## config.mk

```make
export PLATFORM = sky130hd
export DESIGN_NAME = fdc_cmd_seq
export DESIGN_NICKNAME = d
export VERILOG_FILES = /design/src/rtl/fdc_seq_pkg.sv /design/src/rtl/fdc_opdec.sv /design/src/rtl/fdc_exec_timer.sv /design/src/rtl/fdc_res_buf.sv /design/src/rtl/fdc_cmd_seq.sv
export SDC_FILE = /design/constraint.sdc
export NUM_CORES = 1
export LEC_CHECK = 0
export BUFFER_PORTS_ARGS = -buffer_cell sky130_fd_sc_hd__buf_2
export CAP_MARGIN = 10
export CORE_UTILIZATION = 33
export DETAILED_ROUTE_END_ITERATION = 8
export PLACE_DENSITY = 0.52
export SYNTH_ARGS = -nofsm -noshare
export SYNTH_HDL_FRONTEND = slang
export SYNTH_SLANG_ARGS = --single-unit
export TNS_END_PERCENT = 100
```

## constraint.sdc

```tcl
create_clock -name clk -period 2.55 [get_ports clk]
set_clock_uncertainty 0.15 [all_clocks]
set_input_delay 0.51 -clock clk [delete_from_list [all_inputs] [get_ports clk]]
set_output_delay 0.51 -clock clk [all_outputs]
set_load 0.02 [all_outputs]
```

## src/rtl/fdc_seq_pkg.sv

```systemverilog
package fdc_seq_pkg;

  localparam logic [2:0] OFS_STATUS = 3'd4;
  localparam logic [2:0] OFS_FIFO   = 3'd5;

  localparam logic [7:0] OPC_SENSE   = 8'h08;
  localparam logic [7:0] OPC_RDID    = 8'h0A;
  localparam logic [7:0] OPC_SEEK    = 8'h0F;
  localparam logic [7:0] OPC_STEPOUT = 8'h8F;
  localparam logic [7:0] OPC_STEPIN  = 8'hCF;

  localparam logic [7:0] ST_IDLE = 8'h80;
  localparam logic [7:0] ST_PARM = 8'h90;
  localparam logic [7:0] ST_EXEC = 8'h10;
  localparam logic [7:0] ST_RES  = 8'hD0;
  localparam logic [7:0] BYTE_INVALID = 8'h80;

  localparam int RES_DEPTH = 7;
  localparam int RES_LEN_W = $clog2(RES_DEPTH + 1);

  typedef enum logic [1:0] {PH_CMD, PH_EXEC, PH_RES} phase_e;
  typedef enum logic [2:0] {OP_SENSE, OP_SEEK, OP_STEPIN, OP_STEPOUT, OP_RDID, OP_BAD} op_e;

  // Relative step with clamping at both ends of the cylinder range.
  function automatic logic [7:0] step_cyl(input logic [7:0] cur, input logic [7:0] cnt,
                                          input logic inward);
    logic [8:0] sum;
    if (inward) begin
      sum = {1'b0, cur} + {1'b0, cnt};
      return sum[8] ? 8'hFF : sum[7:0];
    end
    return (cnt > cur) ? 8'h00 : cur - cnt;
  endfunction

  function automatic logic [7:0] st0_seek_end(input logic head);
    return {2'b00, 1'b1, 2'b00, head, 2'b00};
  endfunction

  function automatic logic [7:0] st0_normal(input logic head);
    return {5'b0, head, 2'b00};
  endfunction

endpackage

```

## src/rtl/fdc_opdec.sv

```systemverilog
module fdc_opdec
  import fdc_seq_pkg::*;
(
  input  logic [7:0] opc,
  output op_e        op,
  output logic [1:0] nbytes
);
  always_comb begin
    case (opc)
      OPC_SENSE:   begin op = OP_SENSE;   nbytes = 2'd1; end
      OPC_SEEK:    begin op = OP_SEEK;    nbytes = 2'd3; end
      OPC_STEPIN:  begin op = OP_STEPIN;  nbytes = 2'd3; end
      OPC_STEPOUT: begin op = OP_STEPOUT; nbytes = 2'd3; end
      OPC_RDID:    begin op = OP_RDID;    nbytes = 2'd2; end
      default:     begin op = OP_BAD;     nbytes = 2'd1; end
    endcase
  end
endmodule

```

## src/rtl/fdc_exec_timer.sv

```systemverilog
module fdc_exec_timer #(
  parameter int CYCLES = 24
) (
  input  logic clk,
  input  logic rst_n,
  input  logic start,
  output logic done
);
  localparam int CW = $clog2(CYCLES + 1);

  logic [CW-1:0] cnt;
  logic          run;

  assign done = run && (cnt == CW'(CYCLES - 1));

  always_ff @(posedge clk or negedge rst_n) begin
    if (!rst_n) begin
      run <= 1'b0;
      cnt <= '0;
    end else if (start) begin
      run <= 1'b1;
      cnt <= '0;
    end else if (done) begin
      run <= 1'b0;
    end else if (run) begin
      cnt <= cnt + 1'b1;
    end
  end


  timer_start_chk: assert property (@(posedge clk) disable iff (!rst_n)
    start |=> (run && cnt == '0));
endmodule

```

## src/rtl/fdc_res_buf.sv

```systemverilog
module fdc_res_buf
  import fdc_seq_pkg::*;
#(
  parameter int DEPTH = RES_DEPTH,
  parameter int LW    = RES_LEN_W
) (
  input  logic               clk,
  input  logic               rst_n,
  input  logic               load,
  input  logic [LW-1:0]      load_len,
  input  logic [DEPTH*8-1:0] load_bytes,
  input  logic               pop,
  output logic [7:0]         cur,
  output logic               last
);
  logic [7:0]    mem [DEPTH];
  logic [LW-1:0] ptr;
  logic [LW-1:0] len;

  for (genvar i = 0; i < DEPTH; i++) begin : g_slot
    always_ff @(posedge clk or negedge rst_n) begin
      if (!rst_n)    mem[i] <= '0;
      else if (load) mem[i] <= load_bytes[8*i +: 8];
    end
  end

  always_ff @(posedge clk or negedge rst_n) begin
    if (!rst_n) begin
      ptr <= '0;
      len <= '0;
    end else if (load) begin
      ptr <= '0;
      len <= load_len;
    end else if (pop) begin
      ptr <= ptr + 1'b1;
    end
  end

  assign cur  = (ptr < LW'(DEPTH)) ? mem[ptr[$clog2(DEPTH)-1:0]] : 8'h00;
  assign last = (ptr == len - 1'b1);
endmodule

```

## src/rtl/fdc_cmd_seq.sv

```systemverilog
module fdc_cmd_seq
  import fdc_seq_pkg::*;
#(
  parameter int RID_CYCLES = 24
) (
  input  logic       clk,
  input  logic       rst_n,
  input  logic [2:0] reg_sel,
  input  logic       rd_stb,
  input  logic       wr_stb,
  input  logic [7:0] wr_data,
  output logic [7:0] rd_data,
  output logic       irq
);
  phase_e     phase;
  logic [1:0] idx;
  logic [7:0] opc_q;
  logic [7:0] pcn;
  logic       head_q;
  logic       pend;
  logic       rid_res;
  logic [7:0] msr;

  // Named events
  logic       fifo_sel, cmd_wr_acc, res_rd_acc, cmd_last;
  logic       sense_hit, seek_done, rid_start, exec_done;
  logic [7:0] opc_src;
  op_e        op;
  logic [1:0] need;

  logic                   ld;
  logic [RES_LEN_W-1:0]   ld_len;
  logic [RES_DEPTH*8-1:0] ld_bytes;
  logic [7:0]             res_cur;
  logic                   res_last;

  assign fifo_sel   = (reg_sel == OFS_FIFO);
  assign cmd_wr_acc = wr_stb && fifo_sel && (phase == PH_CMD);
  assign res_rd_acc = rd_stb && fifo_sel && (phase == PH_RES);
  assign opc_src    = (idx == 2'd0) ? wr_data : opc_q;

  fdc_opdec u_dec (.opc(opc_src), .op(op), .nbytes(need));

  assign cmd_last  = cmd_wr_acc && ((idx + 2'd1) == need);
  assign sense_hit = cmd_last && (op == OP_SENSE) && pend;
  assign seek_done = cmd_last && (op == OP_SEEK || op == OP_STEPIN || op == OP_STEPOUT);
  assign rid_start = cmd_last && (op == OP_RDID);

  fdc_exec_timer #(.CYCLES(RID_CYCLES)) u_tmr (
    .clk(clk), .rst_n(rst_n), .start(rid_start), .done(exec_done));

  always_comb begin
    ld       = 1'b0;
    ld_len   = '0;
    ld_bytes = '0;
    if (exec_done) begin
      ld       = 1'b1;
      ld_len   = RES_LEN_W'(7);
      ld_bytes[7:0]   = st0_normal(head_q);
      ld_bytes[31:24] = pcn;
      ld_bytes[39:32] = {7'b0, head_q};
      ld_bytes[47:40] = 8'h01;
      ld_bytes[55:48] = 8'h02;
    end else if (cmd_last && op == OP_SENSE) begin
      ld = 1'b1;
      if (pend) begin
        ld_len          = RES_LEN_W'(2);
        ld_bytes[7:0]   = st0_seek_end(head_q);
        ld_bytes[15:8]  = pcn;
      end else begin
        ld_len        = RES_LEN_W'(1);
        ld_bytes[7:0] = BYTE_INVALID;
      end
    end else if (cmd_last && op == OP_BAD) begin
      ld            = 1'b1;
      ld_len        = RES_LEN_W'(1);
      ld_bytes[7:0] = BYTE_INVALID;
    end
  end

  fdc_res_buf u_res (
    .clk(clk), .rst_n(rst_n), .load(ld), .load_len(ld_len), .load_bytes(ld_bytes),
    .pop(res_rd_acc), .cur(res_cur), .last(res_last));

  always_ff @(posedge clk or negedge rst_n) begin
    if (!rst_n) begin
      phase   <= PH_CMD;
      idx     <= 2'd0;
      opc_q   <= 8'h00;
      pcn     <= 8'h00;
      head_q  <= 1'b0;
      pend    <= 1'b0;
      rid_res <= 1'b0;
    end else begin
      if (cmd_wr_acc) begin
        if (idx == 2'd0) opc_q  <= wr_data;
        if (idx == 2'd1) head_q <= wr_data[2];
        if (cmd_last) begin
          idx <= 2'd0;
          case (op)
            OP_SENSE:   begin phase <= PH_RES; rid_res <= 1'b0; pend <= 1'b0; end
            OP_SEEK:    begin pcn <= wr_data; pend <= 1'b1; end
            OP_STEPIN:  begin pcn <= step_cyl(pcn, wr_data, 1'b1); pend <= 1'b1; end
            OP_STEPOUT: begin pcn <= step_cyl(pcn, wr_data, 1'b0); pend <= 1'b1; end
            OP_RDID:    phase <= PH_EXEC;
            default:    begin phase <= PH_RES; rid_res <= 1'b0; end
          endcase
        end else begin
          idx <= idx + 2'd1;
        end
      end
      if (exec_done) begin
        phase   <= PH_RES;
        pend    <= 1'b1;
        rid_res <= 1'b1;
      end
      if (res_rd_acc && res_last) begin
        phase <= PH_CMD;
        if (rid_res) pend <= 1'b0;
      end
    end
  end

  always_comb begin
    case (phase)
      PH_EXEC: msr = ST_EXEC;
      PH_RES:  msr = ST_RES;
      default: msr = (idx == 2'd0) ? ST_IDLE : ST_PARM;
    endcase
  end

  always_comb begin
    if (reg_sel == OFS_STATUS)              rd_data = msr;
    else if (fifo_sel && phase == PH_RES)   rd_data = res_cur;
    else                                    rd_data = 8'h00;
  end

  assign irq = pend;


  param_irq_hold_chk: assert property (@(posedge clk) disable iff (!rst_n)
    (cmd_wr_acc && !cmd_last) |=> $stable(irq));

  sense_clr_chk: assert property (@(posedge clk) disable iff (!rst_n)
    sense_hit |=> !irq);

  rid_end_chk: assert property (@(posedge clk) disable iff (!rst_n)
    (res_rd_acc && res_last && rid_res) |=> (!irq && rd_data != ST_RES && phase == PH_CMD));

  exec_busy_chk: assert property (@(posedge clk) disable iff (!rst_n)
    (phase == PH_EXEC) |-> (msr == ST_EXEC));

  pcn_hold_chk: assert property (@(posedge clk) disable iff (!rst_n)
    !seek_done |=> $stable(pcn));

  step_in_chk: assert property (@(posedge clk) disable iff (!rst_n)
    (seek_done && op == OP_STEPIN) |=> (pcn >= $past(pcn)));
endmodule

```

==> qor.yml <==
syn-num-nets: 460
dpl.hpwl_um: 8410
io_buffers: 23
fmax_mhz: 368
critPathCapture: "pcn[6]"
critPathLaunchType: "flop"
cpMostUsedCell: "buf_4"
grt_pass1_vias: 3388
grt_first_pass_wirelength_um: 17800
crit_cells: 11
cp_max_fo: 4
core_area_um2: 11000
finalMaxSlewViolations: 0
area_growth_pct: 32.5
slew-limit-headroom_pct: 61.1
numClockSinks: 55
switching_share_pct: 29.5
finalWeightedCongestion: 0.915
stdcell_count: 662
synth_async_sr_flop_share_pct: 100
htreeDepth: 2
worst-path-buf-inv: 3
tightestPinTransition_ns: 0.583
via_per_inst: 5.20
avgSynthCellArea_um2: 9.08
crit_chain: "ha_4 -> inv_2 -> fa_2 -> or2_1 -> a221o_1 -> a221oi_4 -> buf_4 -> buf_4 -> nor2_1 -> a311oi_1 -> o31a_1"
rsz0062_at_grt: "true"
hold_violations: 0
slowest_delay_ns: 0.43
syn_area_um2: 3800
cts_tree: "built"
internal_power_w: 0.00167
dp.cells: 646
setup.worst_path.start: "pcn[0]"
yosysWarnings: 0
rr_endpoint: "pcn[6]"
ys_ff_latch: 55
cts_buffers: 5
p_per_area_nw_per_um2: 471
vias: 3440
dieHeight_um: 109
p_clk_share_pct: 32.8
die_area_um2: 11900
fin_crit_sh_pct: 107
initial_core_util_pct: 34.4
io_pins: 24
p_leak_nw: 2.33
ys_seq_area_share_pct: 36.3
max_cap_viol_count: 0
arrival_ns: 2.80
fp.dieW_um: 109
overflow: 0
seq_power_share_pct: 42.5
avgRoutedWirePerCell_um: 16.2
grt_max_degree: 26
synth_ff_type: "dfrtp_1"
dr.pass1.iters: 5
cts_max_path_buffers: 2
drc_errors: 0
fin_crit_ns: 2.72
status: "complete, but fails checks"
crit_type: "reg -> reg"
slowest_stage: "dfrtp_2"
comb_power_share_pct: 24.8
fillers: 1099
cts_root_buffer: "clkbuf_16"
rows: 38
clock_latency_ns: 0.29
min_path_type: "in -> async"
ant_nets: 0
p_switching_w: 0.000697
tns_ns: -0.830
synth_edf_count: 0
drive_above_1_share_pct: 33.0
wl_um: 10700
clk_pin_slew_ns: 0.07
r2r-start: "pcn[0]"
crit_path_end_kind: "flop"
drtIter0Drc: 198
ir_drop_mv: 0.319
crit_required_ns: 2.63
critical-path-top-delay-family: "compound AO/OA/AOI/OAI gates"
r2r_slack_ns: -0.17
violations: "negative setup slack"
nets: 564
num_antenna_cells: 0
r2r_cells: 11
preCtsSetupSlack_ns: -0.346
fin_util_pct: 45.6
antenna_found_initial: 0
mostFrequentLayoutCells: "buf_4, dfrtp_1, nand2_1"
grt_use_total_pct: 19.6
final.setup.worst_slack_ns: -0.166
final_common_cell: "buf_4"
setup_viol: 8
synth_cell_type_count: 73
synth_cells: 418
## flip-flops by register name, indices dropped and copies added (netlist names)
signal / flops
phase: 2
rid_res: 1
idx: 2
opc_q: 8
pcn: 8
irq: 1
u_res.len: 3
u_res.mem: 20
u_tmr.run: 1
u_tmr.cnt: 5
u_res.ptr: 3
head_q: 1
## worst reg2reg max path: stages (launching register included)
cell and delay [ns]:
dfrtp_2 0.43, ha_4 0.15, inv_2 0.04, fa_2 0.32, or2_1 0.23, a221o_1 0.35, a221oi_4 0.25, buf_4 0.16
buf_4 0.09, nor2_1 0.03, a311oi_1 0.28, o31a_1 0.17
## synth_stat cells (all sizes together), types with 4 or more instances
cell type | count | area share, %
xnor2 | 9 | 2.1
a21oi | 13 | 1.7
mux2 | 5 | 1.5
nand2b | 6 | 0.99
nand4 | 4 | 0.66
a22o | 8 | 1.8
ha | 25 | 8.2
o311ai | 4 | 1.1
o221a | 5 | 1.5
inv | 29 | 2.9
o22ai | 6 | 0.99
a221oi | 4 | 1.4
dfrtp | 55 | 36
nor2 | 37 | 3.8
o21ai | 34 | 4.6
nor4 | 4 | 1.1
nor2b | 4 | 0.66
mux2i | 9 | 2.4
nand2 | 52 | 5.1
buf | 9 | 1.4
nand3 | 11 | 1.5
xor2 | 6 | 1.4
clkbuf | 13 | 1.3
nor3 | 7 | 1.1
or3 | 5 | 0.96
## metrics by stage
step	power (W)	area [um^2]	hold WS, ns
after floorplan	0.00136	3820	0.0644
after global placement	0.00158	4670	0.312
after detailed placement	0.00158	4670	0.292
after CTS	0.00238	4970	0.0790
after global routing	0.00250	5030	0.106
final	0.00237	5030	0.0626
## worst min path at each step
stage	endpoint	slack [ns]
2_1_floorplan	head_q	0.06
3_5_place_dp	irq	0.29
4_1_cts	u_tmr.cnt[4]	0.08
3_3_place_gp	u_res.mem[53]	0.31
6_report	u_tmr.cnt[4]	0.06
5_1_grt	u_tmr.cnt[4]	0.11
## power by group through the flow
| stage | clock [W] | sequential, W | combinational, W |
|---|---|---|---|
| final | 0.000776 | 0.00100 | 0.000586 |
| after global placement | 0 | 0.00102 | 0.000558 |
| after detailed placement | 0 | 0.00102 | 0.000564 |
| after CTS | 0.000792 | 0.00100 | 0.000584 |
| after global routing | 0.000833 | 0.00102 | 0.000653 |
| after floorplan | 0 | 0.000961 | 0.000396 |
## cell families after synthesis
kind of cell / Yosys count / synth area share [%]
buffers and inverters: 51 / 5.50
xor gates and xnor gates: 15 / 3.46
AOI/OAI and AO/OA: 103 / 20.5
muxes: 14 / 3.86
and+or+nand+nor: 153 / 21.1
DFF: 55 / 36.3
adders and majority gates: 27 / 9.29
## area by class of cell
type | instances | area [um^2] | share of cell area, %
multi-input combinational | 312 | 2330 | 46.4
timing repair buffer | 119 | 873 | 17.4
tap | 140 | 175 | 3.48
inverter | 29 | 109 | 2.16
clock buffer | 5 | 125 | 2.49
sequential | 55 | 1380 | 27.4
clock inverter | 2 | 37.5 | 0.746
## metal layers
metal	global-route usage, %	vias up	part of all wire (%)
met1	27.5	1660	50
met3	1.97	6	2.9
met2	32.2	75	47
li1	-	1699	-
met4	4.67	0	0.87
met5	0	-	0
## timing repair
action / 4_1_cts / 5_1_grt
buffers inserted: 6 / 3
setup endpoints to repair: 27 / 24
cloned: 1 / 0
hold buffers: 0 / 0
pin swaps: 7 / 9
gates resized for setup: 13 / 17
Power figures use the tool's default switching activity.
